**src/rtl/dmt_pkg.sv**
```systemverilog
// Shared constants for the dual compare-match timer: register addresses,
// control bit positions and the Timer A clock-code to shift mapping.
package dmt_pkg;
    localparam int ADDR_W = 3;
    localparam int DATA_W = 8;

    localparam logic [ADDR_W-1:0] ADR_CTRL_A = 3'd0;
    localparam logic [ADDR_W-1:0] ADR_CTRL_B = 3'd1;
    localparam logic [ADDR_W-1:0] ADR_CMP_A  = 3'd2;
    localparam logic [ADDR_W-1:0] ADR_CMP_B  = 3'd3;
    localparam logic [ADDR_W-1:0] ADR_CNT_A  = 3'd4;
    localparam logic [ADDR_W-1:0] ADR_CNT_B  = 3'd5;

    // Timer A control bit positions
    localparam int A_EN  = 7;
    localparam int A_RUN = 1;
    localparam int A_CLR = 0;
    // Timer B control bit positions
    localparam int B_RUN = 5;
    localparam int B_CLR = 4;

    // Writable bits (start/clear bits are never stored)
    localparam logic [DATA_W-1:0] A_KEEP = 8'hBE;
    localparam logic [DATA_W-1:0] B_KEEP = 8'hEF;

    localparam logic [2:0] A_CODE_EXT = 3'd7;
    localparam logic [3:0] B_CODE_RSV = 4'hF;

    // Timer A clock code to log2 of the division
    function automatic logic [3:0] a_shift(input logic [2:0] code);
        case (code)
            3'd0:    return 4'd1;
            3'd1:    return 4'd2;
            3'd2:    return 4'd3;
            3'd3:    return 4'd5;
            3'd4:    return 4'd7;
            3'd5:    return 4'd9;
            default: return 4'd11;
        endcase
    endfunction
endpackage

```
**src/rtl/dmt_prescaler.sv**
```systemverilog
// Free-running divider with a synchronous phase clear.
// Emits a one-cycle tick once every 2^shift cycles, first one 2^shift
// edges after the clear edge. Assumes shift <= DIV_W.
module dmt_prescaler #(
    parameter int DIV_W = 14,
    parameter int SH_W  = $clog2(DIV_W + 1)
) (
    input  logic            clk,
    input  logic            rst_n,
    input  logic            clr,
    input  logic [SH_W-1:0] shift,
    output logic            tick
);
    logic [DIV_W-1:0] div_q;
    logic [DIV_W-1:0] mask;

    // Divider phase: restarts from zero on reset or clear
    always_ff @(posedge clk) begin
        if (!rst_n || clr) div_q <= '0;
        else               div_q <= div_q + 1'b1;
    end

    // Tick when all low 'shift' bits are ones
    always_comb begin
        mask = (DIV_W'(1) << shift) - DIV_W'(1);
        tick = &(div_q | ~mask);
    end
endmodule

```
**src/rtl/dmt_edge_sync.sv**
```systemverilog
// Brings an asynchronous pin into the clk domain with two flops and
// produces a one-cycle pulse on each rising edge. Assumes the pin stays
// high and stays low for at least two clk cycles each.
module dmt_edge_sync (
    input  logic clk,
    input  logic rst_n,
    input  logic pin,
    output logic rise
);
    logic [2:0] sh_q;

    // Synchronizer plus history flop
    always_ff @(posedge clk) begin
        if (!rst_n) sh_q <= '0;
        else        sh_q <= {sh_q[1:0], pin};
    end

    // Rising-edge detect on the synchronized level
    assign rise = sh_q[1] & ~sh_q[2];
endmodule

```
**src/rtl/dmt_core.sv**
```systemverilog
// One compare-match counter. On a tick it either steps up or, when equal
// to the limit, wraps to zero, sets the flag and flips the toggle.
// The flag is cleared by ack unless a match lands in the same cycle.
module dmt_core #(
    parameter int W = 8
) (
    input  logic         clk,
    input  logic         rst_n,
    input  logic         clr,
    input  logic         tick,
    input  logic [W-1:0] limit,
    input  logic         ack,
    output logic [W-1:0] cnt,
    output logic         flag,
    output logic         tog
);
    logic hit;
    logic match;

    // Match decode for this cycle
    assign hit   = (cnt == limit);
    assign match = tick & hit & ~clr;

    // Counter: clear, wrap on match, or step
    always_ff @(posedge clk) begin
        if (!rst_n || clr) cnt <= '0;
        else if (tick)     cnt <= hit ? '0 : cnt + 1'b1;
    end

    // Interrupt flag and toggle output; set beats ack
    always_ff @(posedge clk) begin
        if (!rst_n) begin
            flag <= 1'b0;
            tog  <= 1'b0;
        end else begin
            if (match)    flag <= 1'b1;
            else if (ack) flag <= 1'b0;
            if (match)    tog  <= ~tog;
        end
    end
endmodule

```
**src/rtl/dual_match_timer.sv**
```systemverilog
// Two 8-bit compare-match timers on a small register bus. Timer A uses
// an 11-bit divider or the synchronized external pin; Timer B uses a
// 14-bit divider. All logic runs on clk. Reads are combinational.
module dual_match_timer
    import dmt_pkg::*;
#(
    parameter int CNT_W   = 8,
    parameter int A_DIV_W = 11,
    parameter int B_DIV_W = 14
) (
    input  logic              clk,
    input  logic              rst_n,
    input  logic              bus_wr,
    input  logic [ADDR_W-1:0] bus_addr,
    input  logic [DATA_W-1:0] bus_wdata,
    output logic [DATA_W-1:0] bus_rdata,
    input  logic              ext_a,
    input  logic              ack_a,
    input  logic              ack_b,
    output logic              irq_a,
    output logic              irq_b,
    output logic              tog_a,
    output logic              tog_b
);
    localparam int A_SH_W = $clog2(A_DIV_W + 1);
    localparam int B_SH_W = $clog2(B_DIV_W + 1);

    logic [DATA_W-1:0] ctrl_a_q, ctrl_b_q;
    logic [CNT_W-1:0]  cmp_a_q, cmp_b_q, cnt_a, cnt_b;
    logic              wr_ca, wr_cb, clr_a, clr_b;
    logic              pre_a, pre_b, ext_rise, tick_a, tick_b;
    logic [2:0]        sel_a;
    logic [3:0]        sel_b;

    // Write decode and start/clear strobes
    assign wr_ca = bus_wr && (bus_addr == ADR_CTRL_A);
    assign wr_cb = bus_wr && (bus_addr == ADR_CTRL_B);
    assign clr_a = wr_ca && bus_wdata[A_CLR];
    assign clr_b = wr_cb && bus_wdata[B_CLR];
    assign sel_a = ctrl_a_q[4:2];
    assign sel_b = ctrl_b_q[3:0];

    // Register file writes
    always_ff @(posedge clk) begin
        if (!rst_n) begin
            ctrl_a_q <= '0;
            ctrl_b_q <= '0;
            cmp_a_q  <= '1;
            cmp_b_q  <= '1;
        end else if (bus_wr) begin
            case (bus_addr)
                ADR_CTRL_A: ctrl_a_q <= bus_wdata & A_KEEP;
                ADR_CTRL_B: ctrl_b_q <= bus_wdata & B_KEEP;
                ADR_CMP_A:  cmp_a_q  <= bus_wdata[CNT_W-1:0];
                ADR_CMP_B:  cmp_b_q  <= bus_wdata[CNT_W-1:0];
                default:    ;
            endcase
        end
    end

    // Read mux
    always_comb begin
        case (bus_addr)
            ADR_CTRL_A: bus_rdata = ctrl_a_q;
            ADR_CTRL_B: bus_rdata = ctrl_b_q;
            ADR_CMP_A:  bus_rdata = DATA_W'(cmp_a_q);
            ADR_CMP_B:  bus_rdata = DATA_W'(cmp_b_q);
            ADR_CNT_A:  bus_rdata = DATA_W'(cnt_a);
            ADR_CNT_B:  bus_rdata = DATA_W'(cnt_b);
            default:    bus_rdata = '0;
        endcase
    end

    dmt_prescaler #(.DIV_W(A_DIV_W)) u_pre_a (
        .clk(clk), .rst_n(rst_n), .clr(clr_a),
        .shift(A_SH_W'(a_shift(sel_a))), .tick(pre_a)
    );

    dmt_prescaler #(.DIV_W(B_DIV_W)) u_pre_b (
        .clk(clk), .rst_n(rst_n), .clr(clr_b),
        .shift(B_SH_W'(sel_b)), .tick(pre_b)
    );

    dmt_edge_sync u_ext (
        .clk(clk), .rst_n(rst_n), .pin(ext_a), .rise(ext_rise)
    );

    // Count-enable selection per timer
    assign tick_a = ctrl_a_q[A_EN] & ctrl_a_q[A_RUN]
                  & ((sel_a == A_CODE_EXT) ? ext_rise : pre_a);
    assign tick_b = ctrl_b_q[B_RUN] & (sel_b != B_CODE_RSV) & pre_b;

    dmt_core #(.W(CNT_W)) u_core_a (
        .clk(clk), .rst_n(rst_n), .clr(clr_a), .tick(tick_a),
        .limit(cmp_a_q), .ack(ack_a), .cnt(cnt_a), .flag(irq_a), .tog(tog_a)
    );

    dmt_core #(.W(CNT_W)) u_core_b (
        .clk(clk), .rst_n(rst_n), .clr(clr_b), .tick(tick_b),
        .limit(cmp_b_q), .ack(ack_b), .cnt(cnt_b), .flag(irq_b), .tog(tog_b)
    );
endmodule

```
**config.mk**
```make
export PLATFORM = sky130hd
export DESIGN_NAME = dual_match_timer
export DESIGN_NICKNAME = d
export VERILOG_FILES = /design/src/rtl/dmt_pkg.sv /design/src/rtl/dmt_prescaler.sv /design/src/rtl/dmt_edge_sync.sv /design/src/rtl/dmt_core.sv /design/src/rtl/dual_match_timer.sv
export SDC_FILE = /design/constraint.sdc
export NUM_CORES = 1
export LEC_CHECK = 0
export BUFFER_PORTS_ARGS = -buffer_cell sky130_fd_sc_hd__buf_2
export CAP_MARGIN = 40
export CORE_MARGIN = 5
export CORE_UTILIZATION = 46
export CTS_CLUSTER_DIAMETER = 100
export DETAILED_ROUTE_END_ITERATION = 12
export PLACE_DENSITY = 0.6
export SLEW_MARGIN = 20
export SYNTH_ARGS = -nofsm -noshare
export SYNTH_HDL_FRONTEND = slang
export SYNTH_SLANG_ARGS = --single-unit
export TNS_END_PERCENT = 10
```
**constraint.sdc**
```tcl
create_clock -name clk -period 10.86 [get_ports clk]
set_input_delay 2.172 -clock clk [delete_from_list [all_inputs] [get_ports clk]]
set_output_delay 2.172 -clock clk [all_outputs]
set_load 0.05 [all_outputs]
```
==> metrics.txt, run 1 <==
status finished clean; P_sw 157.4 uW; Mapped Cells about 560; commonest non-fill, non-tap cells in the layout 82 x nand2_1, 77 x dfxtp_1, 42 x nor2_1; CP Class primary input to output port; Area Overhead vs Synth 9.159%; power share of the sequential group 0.456; Post-synth EDFFs 0; DIE AREA between 0.01 and 0.015 mm2; layout cells sized above 1 0.1115; Final period util 0.5279; CTS resizes 0; final hold vios 0; largest net degree at the start of global routing 46; Die Span Y 108.8 um; GRT overflow 0; CTS Buf Count 9; max frequency between 150 and 200 MHz; Root Buffer clkbuf_8; dpl cell area 0.004644 mm2; initial core utilization 0.4663; top_reg_cell synth dfxtp_1; clock-pin slew on the worst setup and hold paths 0.09 ns; number of global-route vias before repair between 3000 and 4000; most common cell after layout, fill and taps aside nand2_1; Min Clock Period, post-route between 5 and 6 ns; syn avg cell area ~8.1 um2; TNS Setup 0 ns; CTS tree yes; first-pass GRT wire length between 15000 and 20000 um; crit path launch type primary input; initial antenna violation count 0; Worst EP required around 8.7 ns; 1st-pass router iterations 5; crit path DAT between 3 and 4 ns; Rows 36; VDD IR max 0.05665 mV; DRT Wirelength 11170 um; Routed wire per std cell 16.00 um; HPWL after detailed placement a little over 8000 um; Post-DRT Antenna Nets 0; Post-Syn Nets slightly below 600; max-cap viol count 0; boundary pin count 29; Seq/Total Area, Yosys 0.3430; I/O Buffers 28; Clk network pwr share 0.448; worst slew pin tran 0.7275 ns; internal power around 500 uW; post-CTS setup buffer count 0; worst-case clock buffer depth 2; drt drc 0; part of the power in combinational logic 0.096; CTS H-tree lvls 3; final core utilization 0.5090; vias per cell about 5.7; min-delay worst type flop to flop; DIE WIDTH between 100 and 150 um; clk_skew roughly 0.015 ns; final slew viol count 0; GP Congestion roughly 0.95; DR vias 3948; pwr dens 132.0 mW/mm2; Pleak 1.770 nW; hold_buf cts 0; Worst Setup End Kind output port; synth unique cells 64; Total Routing Usage GR 0.1982; RSZ-0062 raised after global routing false; FF+latch count, synth 77; Core ar. just under 0.01 mm2; Switching Share 0.2431; ant diodes 0; DRT iter0 DRCs roughly 220; Worst-Skew Late Latency approximately 0.36 ns; Syn. warnings 0; CP Max Fanout 24; Layout Nets about 590; fin area roughly 0.0049 mm2; Mapped Area about 0.0045 mm2; Tot Pwr 647.4 uW; final setup vio count 0; asr flop ratio synth 0; Clock Sinks 77; worst rel slew slack 0.5136
## per-layer routing
metal	part of all wire	vias to the layer above	global-route usage
met1	0.50	1852	0.2909
li1	-	1991	-
met3	0.039	18	0.02605
met2	0.44	87	0.2988
met5	0	-	0
met4	0.017	0	0.06583
## cell type report
class | instances | area, um2
clock buffer | 11 | 141.4
clock inverter | 4 | 120.1
fill | 955 | 4733
inverter | 12 | 45.04
multi-input combinational | 433 | 2751
sequential | 77 | 1541
tap | 133 | 166.4
timing repair buffer | 28 | 140.1
## flip-flops by register name (all words and copies together), names as in the netlist
signal,cells
u_core_a.cnt,8
cmp_b_q,8
u_core_a.flag,1
ctrl_b_q,7
u_ext.sh_q,3
u_pre_b.div_q,14
u_core_a.tog,1
u_core_b.cnt,8
u_core_b.tog,1
ctrl_a_q,6
cmp_a_q,8
u_pre_a.div_q,11
u_core_b.flag,1
## worst paths after layout
path	from	to	slack, ns	cells after the start
max	bus_addr[0]	bus_rdata[3]	5.13	5
min reg2reg	u_ext.sh_q[0]	u_ext.sh_q[1]	0.45	1
min	u_ext.sh_q[0]	u_ext.sh_q[1]	0.45	1
max reg2reg	ctrl_a_q[4]	u_core_a.tog	6.81	12
## cell usage after synthesis, types with 5 or more instances
master | number | area [um2]
nand2_1 | 82 | 307.8
dfxtp_1 | 77 | 1541
nor2_1 | 42 | 157.7
nand3_1 | 36 | 180.2
a21oi_1 | 24 | 120.1
clkbuf_1 | 22 | 82.58
o21ai_0 | 21 | 105.1
xor2_1 | 19 | 166.4
xnor2_1 | 18 | 157.7
o22ai_1 | 15 | 93.84
nor2b_1 | 14 | 87.58
and3_1 | 13 | 81.33
inv_1 | 12 | 45.04
mux2i_1 | 12 | 120.1
ha_1 | 9 | 112.6
a211oi_1 | 8 | 60.06
nand3b_1 | 8 | 60.06
nand4_1 | 8 | 50.05
or3_1 | 8 | 50.05
a21boi_0 | 7 | 52.55
a22oi_1 | 7 | 52.55
mux2_2 | 7 | 78.83
and2_1 | 6 | 37.54
buf_2 | 6 | 30.03
or4_1 | 6 | 45.04
nand2b_1 | 5 | 31.28
o31ai_1 | 5 | 37.54
## power groups by stage
stage,clock network (mW),logic [mW],registers [mW]
floorplan,0,0.0483,0.298
global placement,0,0.0602,0.302
detailed placement,0,0.0616,0.302
CTS,0.295,0.0619,0.295
global route,0.307,0.0681,0.296
finish,0.290,0.0620,0.295
## cells by family after synthesis
family / share of synthesized area
adders and majority gates: 0.02506
DFF: 0.3430
buffers and inverters: 0.04593
muxes: 0.05011
AOI/OAI and AO/OA: 0.1807
xor gates and xnor gates: 0.07210
and+or+nand+nor: 0.2831
## per-stage QoR
stage / setup slack [ns] / hold slack (ns) / std cells
floorplan: 4.812 / 0.4119 / 557
global placement: 5.192 / 0.4212 / 683
detailed placement: 5.127 / 0.4338 / 683
CTS: 5.141 / 0.4477 / 698
global route: 5.073 / 0.4723 / 698
finish: 5.127 / 0.4482 / 698
## critical path: stages
cell     delay [ns]
buf_2          0.40
mux4_1         0.62
inv_1          0.07
o22ai_1        0.07
buf_2          0.22
No activity file was read; power rests on OpenSTA's default activity.
==> run 2, diff against run 1 <==
--- a/config.mk
+++ b/config.mk
@@ -11,7 +11,7 @@
 export CORE_UTILIZATION = 46
 export CTS_CLUSTER_DIAMETER = 100
 export DETAILED_ROUTE_END_ITERATION = 12
-export PLACE_DENSITY = 0.6
+export PLACE_DENSITY = 0.63
 export SLEW_MARGIN = 20
 export SYNTH_ARGS = -nofsm -noshare
 export SYNTH_HDL_FRONTEND = slang
==> constraint.sdc (replaced) <==
create_clock -name clk -period 4.7 [get_ports clk]
set_input_delay 0.94 -clock clk [delete_from_list [all_inputs] [get_ports clk]]
set_output_delay 0.94 -clock clk [all_outputs]
set_load 0.05 [all_outputs]
==> run 2 against run 1 <==
  * Hold slack better by 0.0059 ns
  * Clock power is 110% higher
  * Highest routed layer unchanged
  * Sequential cell count stayed put
  * Largest cell class unchanged
  * Combinational power is 130% higher
  * Largest power group unchanged
  * Routed wire length is 3.7% higher
  * Via count is 2.4% higher
  * Core utilization is 0.078 points lower
  * First-iteration DRC count is 7.8% higher
  * Critical path type is now flop to flop
  * Sequential share of layout area hardly changed
==> metrics.txt, run 2 (same netlist as run 1, synthesis figures left out) <==
status finished clean; P_sw 366.0 uW; clock-pin slew on the worst setup and hold paths 0.08 ns; CP Class flop to flop; Die Span Y 108.8 um; power share of the sequential group 0.474; DIE AREA approximately 0.012 mm2; 1st-pass router iterations 5; WP buf/inv 1; Largest stage delay, worst path 0.63 ns; ant diodes 0; Critical Path Source ctrl_a_q[4]; Min Clock Period, post-route approximately 4.0 ns; CP Max Fanout 15; Switching Share 0.2548; TNS Setup 0 ns; largest register by flop count u_pre_b.div_q; beginning of the worst hold path u_ext.sh_q[0]; Total Routing Usage GR 0.2047; Rows 36; drt drc 0; commonest non-fill, non-tap cells in the layout 82 x nand2_1, 77 x dfxtp_1, 42 x nor2_1; Core ar. slightly below 0.01 mm2; most frequent CP cell ha_1; DIE WIDTH between 100 and 150 um; pwr dens a little under 300 mW/mm2; GRT overflow 0; layout cells sized above 1 0.1162; max frequency ~250 MHz; WP depth 12; max reg flops 14; vias per cell between 5 and 6; initial antenna violation count 0; boundary pin count 29; max-cap viol count 0; min-delay worst type flop to flop; grt met3 use 0.04500; CTS tree yes; number of global-route vias before repair 3823; Worst EP required between 4 and 5 ns; Final period util 0.8509; CTS Buf Count 9; post-CTS setup buffer count 0; final slew viol count 0; HPWL after detailed placement roughly 8400 um; met1 Usage GRT 0.2801; CP top delay family simple AND/OR/NAND/NOR gates; Layout Nets slightly below 600; worst slew pin tran approximately 0.7 ns; RSZ-0062 raised after global routing false; worst-case clock buffer depth 2; Clock Sinks 77; launch point of the worst reg-to-reg path ctrl_a_q[4]; first-pass GRT wire length between 15000 and 20000 um; global route hottest layer met2; Worst Setup End Kind flop; Clk network pwr share 0.425; GP Congestion around 0.90; setup slack, reg-to-reg ~0.7 ns; DR vias roughly 4000; worst rel slew slack 0.5187; final setup vio count 0; reg2reg path depth 12; slowest stage cell, crit path dfxtp_1; DRT iter0 DRCs ~230; initial core utilization 0.4663; crit path DAT 4.24 ns; Cell Chain, Critical Path inv_1, ha_1, and3_2, a21oi_1, or2_2, ha_1, o211ai_1, a311oi_1, nand3_1, a2111o_1, or4_1, o311ai_0; Worst-Skew Late Latency approximately 0.36 ns; most common cell after layout, fill and taps aside nand2_1; final core utilization 0.5082; largest registers u_pre_b.div_q x14, u_pre_a.div_q x11; VDD IR max roughly 0.18 mV; Area Overhead vs Synth 8.992%; Post-DRT Antenna Nets 0; final hold vios 0; Routed wire per std cell 16.52 um; clk_skew 0.005390 ns; Pleak approximately 1.8 nW; crit path launch type flop; largest net degree at the start of global routing 25; worst reg2reg endpoint u_core_a.tog; part of the power in combinational logic 0.101; Root Buffer clkbuf_8; I/O Buffers 28; internal power ~1.1 mW; hold_buf cts 0; CTS resizes 0; worst setup path end u_core_a.tog; DRT Wirelength between 10000 and 15000 um; CTS H-tree lvls 3; met2 Use GR 0.3195
run 2: cell count changes in the layout (fill, tap and decap cells not counted), sizes merged:
cell and delta:
bufinv -2, buf +2, clkinv +1, clkbuf +2
run 2: cell type report:
type | count | area (um2)
Clock buffer | 13 | 178.9
Clock inverter | 3 | 65.06
Fill cell | 955 | 4741
Inverter | 12 | 45.04
Multi-Input combinational cell | 433 | 2746
Sequential cell | 77 | 1541
Tap cell | 133 | 166.4
Timing Repair Buffer | 30 | 155.1
run 2: worst min-delay path by stage:
stage,to,slack (ns),depth (start not counted)
6_report,u_ext.sh_q[1],0.45,1
5_1_grt,u_ext.sh_q[1],0.47,1
4_1_cts,u_ext.sh_q[1],0.46,1
3_5_place_dp,u_ext.sh_q[1],0.45,1
3_3_place_gp,u_ext.sh_q[1],0.42,1
2_1_floorplan,u_ext.sh_q[1],0.41,1
run 2: through the flow:
stage	instances	hold WS, ns	total power, mW	instance area [um2]	worst slack (ns)
6_report	701	0.4541	1.436	4898	0.7009
3_3_place_gp	685	0.4151	0.8382	4654	0.8864
3_5_place_dp	685	0.4504	0.8408	4654	0.7165
5_1_grt	701	0.4732	1.491	4898	0.4375
2_1_floorplan	557	0.4119	0.8011	4494	1.116
4_1_cts	701	0.4625	1.445	4898	0.7000
run 2: per-layer routing:
metal | routed length [um] | part of all wire
met1 | 5536 | 0.48
met2 | 5176 | 0.45
met3 | 635 | 0.055
met4 | 232 | 0.020
met5 | 0 | 0
run 2: power by group through the flow:
stage          clock, mW  combinational (mW)  sequential (mW)
6_report           0.610               0.145            0.681
5_1_grt            0.647               0.159            0.684
4_1_cts            0.619               0.144            0.681
3_5_place_dp           0               0.144            0.697
3_3_place_gp           0               0.142            0.696
2_1_floorplan          0               0.112            0.690
==> run 3, diff against run 2 <==
--- a/config.mk
+++ b/config.mk
@@ -12,6 +12,8 @@
 export CTS_CLUSTER_DIAMETER = 100
 export DETAILED_ROUTE_END_ITERATION = 12
 export PLACE_DENSITY = 0.63
+export REMOVE_ABC_BUFFERS = 1
+export SETUP_SLACK_MARGIN = 0.2
 export SLEW_MARGIN = 20
 export SYNTH_ARGS = -nofsm -noshare
 export SYNTH_HDL_FRONTEND = slang
==> constraint.sdc (replaced) <==
create_clock -name clk -period 4.7 [get_ports clk]
set_input_delay 0.94 -clock clk [delete_from_list [all_inputs] [get_ports clk]]
set_output_delay 0.94 -clock clk [all_outputs]
set_load 0.01 [all_outputs]
==> run 3 against run 2 <==
  * Non-clock buffer count unchanged
  * Critical path depth unchanged
  * Cell area decreased by 1.2%
  * Count of clock-buffer cells in the layout decreased by 2
  * Clock skew increased by 0.0049 ns
  * Global-route usage increased by 0.29 points
  * Sequential cell count unchanged
  * Critical path type unchanged
  * Critical endpoint unchanged
  * Largest power group unchanged
==> metrics.txt, run 3 (same netlist as run 1, synthesis figures left out) <==
worst rel slew slack 0.5357; worst-case clock buffer depth 2; GRT overflow 0; 1st-pass router iterations 4; CTS H-tree lvls 3; Pleak approximately 1.7 nW; met1 wire length 5490 um; CTS tree yes; CTS resizes 0; Worst-Skew Late Latency about 0.37 ns; GP Congestion slightly above 0.8; min-delay worst type flop to flop; max reg flops 14; Rows 36; largest register by flop count u_pre_b.div_q; DRT iter0 DRCs ~240; most common cell after layout, fill and taps aside nand2_1; Core ar. a little under 0.01 mm2; DRT Wirelength between 10000 and 15000 um; fin area approximately 0.0048 mm2; RSZ-0062 raised after global routing false; commonest non-fill, non-tap cells in the layout 82 x nand2_1, 77 x dfxtp_1, 42 x nor2_1; layout cells sized above 1 0.1162; DIE WIDTH around 110 um; Root Buffer clkbuf_8; initial antenna violation count 0; status finished clean; final slew viol count 0; boundary pin count 29; initial core utilization 0.4663; setup slack, reg-to-reg around 0.73 ns; TNS Setup 0 ns; post-CTS setup buffer count 0; final setup vio count 0; CP Class flop to flop; worst slew pin tran 0.6945 ns; vias per cell about 5.7; CP Max Fanout 15; Min Clock Period, post-route between 3 and 4 ns; Routed wire per std cell about 16 um; Worst Setup End Kind flop; Total Routing Usage GR 0.2076; Final period util 0.8450; met3 wire length 602 um; number of global-route vias before repair 3857; max-cap viol count 0; largest net degree at the start of global routing 40; Max Used Layer met4; ant diodes 0; max frequency between 200 and 300 MHz; VDD IR max between 0.15 and 0.2 mV; largest registers u_pre_b.div_q x14, u_pre_a.div_q x11; Area Overhead vs Synth 7.712%; I/O Buffers 28; clock-pin slew on the worst setup and hold paths 0.08 ns; clk_skew between 0.01 and 0.015 ns; DR vias around 4000; Worst EP required around 5.0 ns; met2 wire len 5234 um; drt drc 0; final hold vios 0; Post-DRT Antenna Nets 0; crit path launch type flop; Die Span Y around 110 um; dpl cell area between 0.004 and 0.005 mm2; Clock Sinks 77; CTS Buf Count 9; hold_buf cts 0; Finished Layout Cells between 700 and 800; crit path DAT approximately 4.2 ns; # placed instances between 600 and 700; Layout Nets 589; DIE AREA about 0.012 mm2; HPWL after detailed placement a little over 8000 um; pwr dens 267.4 mW/mm2; first-pass GRT wire length 19450 um
[run 3: changes by cell type in the layout (fill, tap and decap cells not counted)]
cell,before,now
clkinvlp_4,0,4
bufinv_16,2,0
clkbuf_8,13,11
[run 3: worst paths after layout]
path,to,cells after the start,from
max,u_core_a.tog,12,ctrl_a_q[4]
min,u_ext.sh_q[1],1,u_ext.sh_q[0]
min reg2reg,u_ext.sh_q[1],1,u_ext.sh_q[0]
max reg2reg,u_core_a.tog,12,ctrl_a_q[4]
[run 3: critical path, cell delays in order, from the launching register on]
cell,delay [ns]
dfxtp_1,0.63
inv_1,0.21
ha_1,0.51
and3_2,0.22
a21oi_1,0.04
or2_2,0.28
ha_1,0.28
o211ai_1,0.09
a311oi_1,0.27
nand3_1,0.11
a2111o_1,0.57
or4_1,0.56
o311ai_0,0.09
[run 3: routing by layer]
layer | GRT usage | up-vias
met2 | 0.3217 | 95
met3 | 0.02960 | 14
met1 | 0.2931 | 1898
met5 | 0 | -
li1 | - | 2003
met4 | 0.07665 | 0
[run 3: final cells by class]
class | instances | area, um2
flip-flops and latches | 77 | 1541
inverters | 12 | 45.04
clock inverters | 5 | 35.03
multi-input cells | 433 | 2746
repair buffers | 30 | 155.1
fillers | 974 | 4798
clock buffers | 11 | 151.4
well taps | 133 | 166.4
[run 3: stage by stage]
stage	utilization	hold WS, ns	setup WS, ns	power, mW
global route	0.5022	0.4774	0.4605	1.355
floorplan	-	0.4118	1.195	0.7716
CTS	0.5022	0.4477	0.7520	1.306
detailed placement	0.4829	0.4290	0.7821	0.8259
finish	0.5022	0.4435	0.7285	1.294
global placement	0.4829	0.4213	0.9237	0.8233
[run 3: report_power, final]
part           switching [mW]  leakage [nW]  internal, mW
registers              0.0165         0.624         0.665
clock network           0.263        0.0836         0.219
logic                  0.0810          1.02        0.0489
